===== src/rtl/vsc_pkg.sv =====
package vsc_pkg;
  typedef enum logic [1:0] {
    COAST_AUTO = 2'b00,
    COAST_50   = 2'b01,
    COAST_60   = 2'b10,
    COAST_RSVD = 2'b11
  } coast_mode_e;
endpackage


===== src/rtl/vsc_phase_timer.sv =====
module vsc_phase_timer #(
  parameter int CNT_W = 20
) (
  input  logic             clk,
  input  logic             rst,
  input  logic             restart,
  output logic [CNT_W-1:0] elapsed
);
  localparam logic [CNT_W-1:0] CNT_MAX = {CNT_W{1'b1}};

  // Cycles since the last restart; saturates rather than wrapping
  always_ff @(posedge clk) begin
    if (rst)
      elapsed <= '0;
    else if (restart)
      elapsed <= CNT_W'(1);
    else if (elapsed != CNT_MAX)
      elapsed <= elapsed + CNT_W'(1);
  end
endmodule


===== src/rtl/vsc_period_learn.sv =====
module vsc_period_learn #(
  parameter int CNT_W = 20
) (
  input  logic             clk,
  input  logic             rst,
  input  logic             video_ok,
  input  logic             edge_seen,
  input  logic [CNT_W-1:0] elapsed,
  output logic [CNT_W-1:0] learned,
  output logic             learned_vld
);
  logic armed;

  // armed: the previous edge was taken with video present, so elapsed is a true period
  always_ff @(posedge clk) begin
    if (rst) begin
      armed       <= 1'b0;
      learned     <= '0;
      learned_vld <= 1'b0;
    end else if (!video_ok) begin
      armed <= 1'b0;
    end else if (edge_seen) begin
      armed <= 1'b1;
      if (armed) begin
        learned     <= elapsed;
        learned_vld <= 1'b1;
      end
    end
  end
endmodule


===== src/rtl/vsc_rate_sel.sv =====
module vsc_rate_sel
  import vsc_pkg::*;
#(
  parameter int CNT_W     = 20,
  parameter int PERIOD_50 = 540000,
  parameter int PERIOD_60 = 450450
) (
  input  logic [1:0]       coast_mode,
  input  logic [CNT_W-1:0] learned,
  input  logic             learned_vld,
  output logic [CNT_W-1:0] target
);
  localparam logic [CNT_W-1:0] P50 = CNT_W'(PERIOD_50);
  localparam logic [CNT_W-1:0] P60 = CNT_W'(PERIOD_60);

  always_comb begin
    unique case (coast_mode_e'(coast_mode))
      COAST_50:   target = P50;
      COAST_60:   target = P60;
      default:    target = learned_vld ? learned : P60;
    endcase
  end
endmodule


===== src/rtl/vs_coast_gen.sv =====
module vs_coast_gen #(
  parameter int CNT_W     = 20,
  parameter int PERIOD_50 = 540000,
  parameter int PERIOD_60 = 450450,
  parameter int PULSE_W   = 8
) (
  input  logic       clk,
  input  logic       rst,
  input  logic       vs_in,
  input  logic       video_ok,
  input  logic [1:0] coast_mode,
  output logic       vs_out
);
  localparam int PW_W = $clog2(PULSE_W + 1);

  logic             vs_prev;
  logic             in_rise;
  logic             fire;
  logic [CNT_W-1:0] elapsed;
  logic [CNT_W-1:0] learned;
  logic             learned_vld;
  logic [CNT_W-1:0] target;
  logic [PW_W-1:0]  width_left;

  always_ff @(posedge clk) begin
    if (rst) vs_prev <= 1'b0;
    else     vs_prev <= vs_in;
  end

  assign in_rise = video_ok && vs_in && !vs_prev;
  assign fire    = !video_ok && (elapsed >= target);

  vsc_phase_timer #(.CNT_W(CNT_W)) timer_i (
    .clk     (clk),
    .rst     (rst),
    .restart (in_rise || fire),
    .elapsed (elapsed)
  );

  vsc_period_learn #(.CNT_W(CNT_W)) learn_i (
    .clk         (clk),
    .rst         (rst),
    .video_ok    (video_ok),
    .edge_seen   (in_rise),
    .elapsed     (elapsed),
    .learned     (learned),
    .learned_vld (learned_vld)
  );

  vsc_rate_sel #(
    .CNT_W     (CNT_W),
    .PERIOD_50 (PERIOD_50),
    .PERIOD_60 (PERIOD_60)
  ) sel_i (
    .coast_mode  (coast_mode),
    .learned     (learned),
    .learned_vld (learned_vld),
    .target      (target)
  );

  always_ff @(posedge clk) begin
    if (rst) begin
      vs_out     <= 1'b0;
      width_left <= '0;
    end else if (video_ok) begin
      vs_out     <= vs_in;
      width_left <= '0;
    end else if (fire) begin
      vs_out     <= 1'b1;
      width_left <= PW_W'(PULSE_W - 1);
    end else if (width_left != '0) begin
      vs_out     <= 1'b1;
      width_left <= width_left - PW_W'(1);
    end else begin
      vs_out <= 1'b0;
    end
  end
endmodule


===== config.mk =====
export PLATFORM = sky130hd
export DESIGN_NAME = vs_coast_gen
export DESIGN_NICKNAME = d
export VERILOG_FILES = /design/src/rtl/vsc_pkg.sv /design/src/rtl/vsc_phase_timer.sv /design/src/rtl/vsc_period_learn.sv /design/src/rtl/vsc_rate_sel.sv /design/src/rtl/vs_coast_gen.sv
export SDC_FILE = /design/constraint.sdc
export NUM_CORES = 1
export LEC_CHECK = 0
export ABC_CLOCK_PERIOD_IN_PS = 3500
export BUFFER_PORTS_ARGS = -buffer_cell sky130_fd_sc_hd__buf_2
export CAP_MARGIN = 20
export CORE_ASPECT_RATIO = 1.5
export CORE_MARGIN = 4
export CORE_UTILIZATION = 62
export DETAILED_ROUTE_END_ITERATION = 6
export HOLD_SLACK_MARGIN = 0.08
export PLACE_DENSITY_LB_ADDON = 0.1
export SETUP_SLACK_MARGIN = 0.15
export SLEW_MARGIN = 25
export SYNTH_ARGS = -nofsm -noshare
export SYNTH_HDL_FRONTEND = slang
export SYNTH_SLANG_ARGS = --single-unit

===== constraint.sdc =====
create_clock -name clk -period 3.5 [get_ports clk]
set_clock_uncertainty 0.2 [all_clocks]
set_input_delay 0.7 -clock clk [delete_from_list [all_inputs] [get_ports clk]]
set_output_delay 0.7 -clock clk [all_outputs]
set_load 0.05 [all_outputs]

# Word level (Yosys, flattened, before mapping)
# Cells that the tools add are included.
dict set report totals {
  regBits 48
  word_cells 39
}
dict set report classes {
  addsub 2
  magnitude_cmp 1
  eq_ne 3
  n_mux 9
  bitwise 1
  reduce_logical 14
}
# op n
set ops {}
lappend ops {{20-bit one-hot mux with 2 select lines} 1}
lappend ops {{20-bit by 1-bit adder with 20-bit output (second input constant)} 1}
lappend ops {{20-bit >= comparator} 1}
lappend ops {{20-bit 2-to-1 mux} 1}
lappend ops {{20-bit inequality test (second input constant)} 1}
lappend ops {{3-bit 2-to-1 mux} 2}
lappend ops {{2-bit OR reduction} 3}
lappend ops {{1-bit 2-to-1 mux} 5}
lappend ops {{2-bit nonzero test} 2}
lappend ops {{4-bit nonzero test} 1}
lappend ops {{4-bit by 1-bit subtractor with 4-bit output (second input constant)} 1}
lappend ops {{1-bit logical AND} 3}
lappend ops {{3-bit AND reduction} 1}
lappend ops {{3-bit OR reduction} 1}
lappend ops {{2-bit by 1-bit equality test with 1-bit output (second input constant)} 1}
lappend ops {{2-bit equality test (second input constant)} 1}
lappend ops {{1-bit zero test} 2}
lappend ops {{1-bit logical OR} 1}
lappend ops {{1-bit inverter} 1}

# Depth between registers and ports, before layout
dict set report depth {
  word_depth 6
  depth_mapped 12
  depth_no_buf 10
}

# Cells and area by module
# Synthesis repeated with hierarchy kept, for this count alone.
dict set report unflattened {
  hier_cells 363
  area_unflattened_um2 3154.3
}
# mod n_inst cells_per_inst area_each_um2
set modules_own_cells {}
lappend modules_own_cells {vsc_phase_timer 1 137 1138.6}
lappend modules_own_cells {vsc_period_learn 1 94 989.7}
lappend modules_own_cells {vs_coast_gen 1 101 789.5}
lappend modules_own_cells {vsc_rate_sel 1 31 236.5}

# Least setup slack after synthesis
# No wires, ideal clock.
dict set report synth_path {
  path_type {input to register}
  startpoint {in coast_mode[0]}
  endpoint {reg timer_i.elapsed[0]}
  setup_time_ps 124
  arrival_time_ps 3023
  required_time_ps 3176
  slack_ps 153
  stages 11
  cell_sequence {inv_1 ha_1 nand2_1 clkbuf_1 o21ai_0 ha_1 nand4_4 nor3_1 a221oi_2 nand3_2 a2111o_1}
}
dict set report synth_via {
  elab_chain_cells 6
}
# item line
set synth_lines {}
lappend synth_lines {{start: declaration} vs_coast_gen.sv:11} ;# input logic [1:0] coast_mode,
lappend synth_lines {{2-bit equality test or 2-bit by 1-bit equality test with 1-bit output (tied branches)} vsc_rate_sel.sv:17} ;# unique case (coast_mode_e'(coast_mode))
lappend synth_lines {{20-bit one-hot mux with 2 select lines (*)} vsc_rate_sel.sv:17}
lappend synth_lines {{20-bit >= comparator (*)} vs_coast_gen.sv:31} ;# assign fire = !video_ok && (elapsed >= target);
lappend synth_lines {{1-bit logical AND (*)} vs_coast_gen.sv:31}
lappend synth_lines {{1-bit logical OR (*)} vs_coast_gen.sv:36} ;# .restart (in_rise || fire),
lappend synth_lines {{1-bit 2-to-1 mux or 2-bit nonzero test (tied branches)} -}
lappend synth_lines {{end signal: assignment} vsc_phase_timer.sv:18} ;# elapsed <= elapsed + CNT_W'(1);
lappend synth_lines {{end: declaration} vsc_phase_timer.sv:7} ;# output logic [CNT_W-1:0] elapsed
# Mark *: on every way between the ends. The rest lies on a longest branch, timed or not.
# A chain may end at the register's enable or synchronous reset.

# Worst setup path after layout
dict set report layout_path {
  startpoint {in coast_mode[0]}
  endpoint {reg timer_i.elapsed[9]}
}
dict set report layout_via {
  elab_chain_cells 6
}
# item line
set layout_lines {}
lappend layout_lines {{2-bit equality test or 2-bit by 1-bit equality test with 1-bit output (tied branches)} vsc_rate_sel.sv:17}
lappend layout_lines {{20-bit one-hot mux with 2 select lines (*)} vsc_rate_sel.sv:17}
lappend layout_lines {{20-bit >= comparator (*)} vs_coast_gen.sv:31}
lappend layout_lines {{1-bit logical AND (*)} vs_coast_gen.sv:31}
lappend layout_lines {{1-bit logical OR (*)} vs_coast_gen.sv:36}
lappend layout_lines {{2-bit OR reduction (no line) (*)} -}
# Marked as above.

==> impl_metrics.ini <==
[clock_tree]
cts_tree = built
clock_path_buffers = 2
cts.clk_slew.worst_paths_ns = 0.09
cts_made_buffers = 5
post-cts-setup-buffers = 0
root_buffer = clkbuf_8
clk_latency_ns = 0.30
clock_sinks = 48
htreeDepth = 2

[yosys]
synth-seq-area-share = 0.3579
synth_top_area_share = 0.3579
ys_warn_count = 0
yosysTopAreaCell = dfxtp_1
ys.flop_type = dfxtp_1
ys_ff_latch = 48
synth-edff-count = 0
yosys-top-cells-area = dfxtp_1 (36%), ha_1 (13%), nand2_1 (7.8%)
synth_nets = 358
syn_area_mm2 = 0.002685
async_flop_share = 0
synth_cells = 325
avgSynthCellArea_um2 = 8.262
yosysUniqueCellTypes = 47

[place]
gp_congestion = 0.8586
port_buffers = 6
place_inst = 377
dp.final_hpwl_mm = 4.262
place_ws_ns = 0.02981

[sta]
drv_slew = 0
timing.final.crit_share = 0.8978
fin_setup_tns_ns = 0
max-slew-margin-rel = 0.4094
tightest_slew_ns = 0.8835
period_needed_ns = 3.142
setup_viol = 0
setup_slack_ns = 0.3577
fmax_mhz = 318.2
grt_setup_unrepaired = false
hold_viol = 0

[routing]
avgRoutedWirePerCell_um = 15.08
routed_wl_mm = 5.806
vias_per_cell = 5.984
drtIter0Drc = 86
drc = 0
dr.pass1.iters = 4
final_antenna_net_count = 0
vias = 2304

[run_status]
status = finished clean

[critical_path]
crit_required_ns = 3.46
r2r.worst_path.cells = 10
critPathArrivalTime_ns = 3.11
worst-setup-path-type = in2reg
cp-end-kind = register
cp-start-kind = primary input
cp_max_fo = 16

[final_layout]
nets = 371
n_antenna_cell = 0
drive_gt1_frac = 0.1150
layout_common_cells = nand2_1 (55), dfxtp_1 (48), a21oi_1 (38)
syn_to_final_growth_pct = 8.015
final_common_cell = nand2_1
stdcell_count = 385

[global_routing]
grt_first_pass_wirelength_mm = 10.01
grt_pass1_vias = 2236
grt_antenna_before_repair = 0
grt_start_max_net_pins = 30
grtUsageTotal = 0.2463
overflow = 0

[power_and_ir_drop]
pwr_density_cell_mw_per_mm2 = 393.6
leakagePower_uw = 0.001125
irDropWorstVdd_mv = 0.3670

[min_path]
hold_depth = 2
hp-class = reg2reg

[floorplanning]
fp-row-count = 29
die_area_mm2 = 0.005469
start_util = 0.6379
io_pins = 7
core_mm2 = 0.004209
die_w_um = 61.73
die_h_um = 88.60

[job]
max_cap_viol_count = 0
per-stage QoR:
stage	utilization	cell area [um^2]	total power, uW	hold WS (ns)
3_5_place_dp	0.6665	2805	818.5	0.2443
2_1_floorplan	-	2685	768.8	0.2305
5_1_grt	0.6891	2900	1207	0.2909
4_1_cts	0.6885	2898	1155	0.2561
6_report	0.6891	2900	1142	0.2584
3_3_place_gp	0.6665	2805	814.2	0.2389
cells by family after synthesis:
group                      count (synthesis)  synth area share
buffers and inverters                     19           0.03448
xor gates and xnor gates                   5           0.01631
muxes                                      1          0.003728
adders and majority gates                 27            0.1258
and+or+nand+nor                          139            0.2638
DFF                                       48            0.3579
AOI/OAI and AO/OA                         86            0.1980
flip-flops by register name, indices dropped and copies added (netlist names):
signal / cells
width_left: 4
learn_i.learned: 20
learn_i.armed: 1
timer_i.elapsed: 20
vs_out: 1
vs_prev: 1
learn_i.learned_vld: 1
metal layers:
| metal | routed length (um) | GRT usage | up-vias |
|---|---|---|---|
| met1 | 2587 | 0.3082 | 1063 |
| met2 | 2850 | 0.4051 | 43 |
| met5 | 0 | 0 | - |
| met4 | 132 | 0.1120 | 0 |
| li1 | - | - | 1187 |
| met3 | 235 | 0.03942 | 11 |
worst max-delay path: stages:
cell and delay (ns):
buf_2 0.09, inv_1 0.05, ha_1 0.34, buf_4 0.16, nor2b_1 0.18, a21oi_1 0.07
ha_1 0.34, nand4_4 0.14, nor4_4 0.33, a221oi_2 0.09, buf_4 0.17, a41oi_4 0.22
buf_12 0.18, a31oi_1 0.05
layout make-up:
type | instances | area, um^2
multi-input cells | 258 | 1634
fillers | 356 | 1309
flip-flops and latches | 48 | 960.9
repair buffers | 17 | 125.1
clock buffers | 6 | 82.58
well taps | 46 | 57.56
inverters | 8 | 30.03
clock inverters | 2 | 10.01
cell usage after synthesis (2+ instances only):
master and count:
nand2_1 56, dfxtp_1 48, a21oi_1 38, ha_1 27
nor2_1 22, o21ai_0 19, or3_1 10, nor3_1 9
and3_1 8, clkbuf_1 8, inv_1 8, nand3_1 8
a31oi_1 7, nand4_1 5, o22ai_1 4, a311oi_1 3
nand2b_1 3, nor2b_1 3, o21a_1 3, xnor2_1 3
a211oi_1 2, a21oi_2 2, and2_1 2, and4_1 2
nor4_1 2, xor2_1 2
path summary, 6_finish.rpt:
check / slack [ns] / end / start
hold reg to reg: 0.26 / learn_i.learned[17] / learn_i.learned[17]
setup reg to reg: 0.86 / timer_i.elapsed[9] / learn_i.learned_vld
hold / removal: 0.26 / learn_i.learned[17] / learn_i.learned[17]
setup / recovery: 0.36 / timer_i.elapsed[9] / coast_mode[0]
where the power goes:
| part | internal, uW | leakage [uW] | switching [uW] |
|---|---|---|---|
| clock network | 158 | 0.0000510 | 181 |
| logic | 95.8 | 0.000686 | 126 |
| registers | 567 | 0.000388 | 15.0 |
timing repair:
action | 4_1_cts | 5_1_grt
hold buffers | 0 | 0
endpoints found under the setup margin | 0 | 3
endpoints found under the hold margin | 0 | 0
gates resized for setup | 0 | 1
Power figures use the tool's default switching activity.
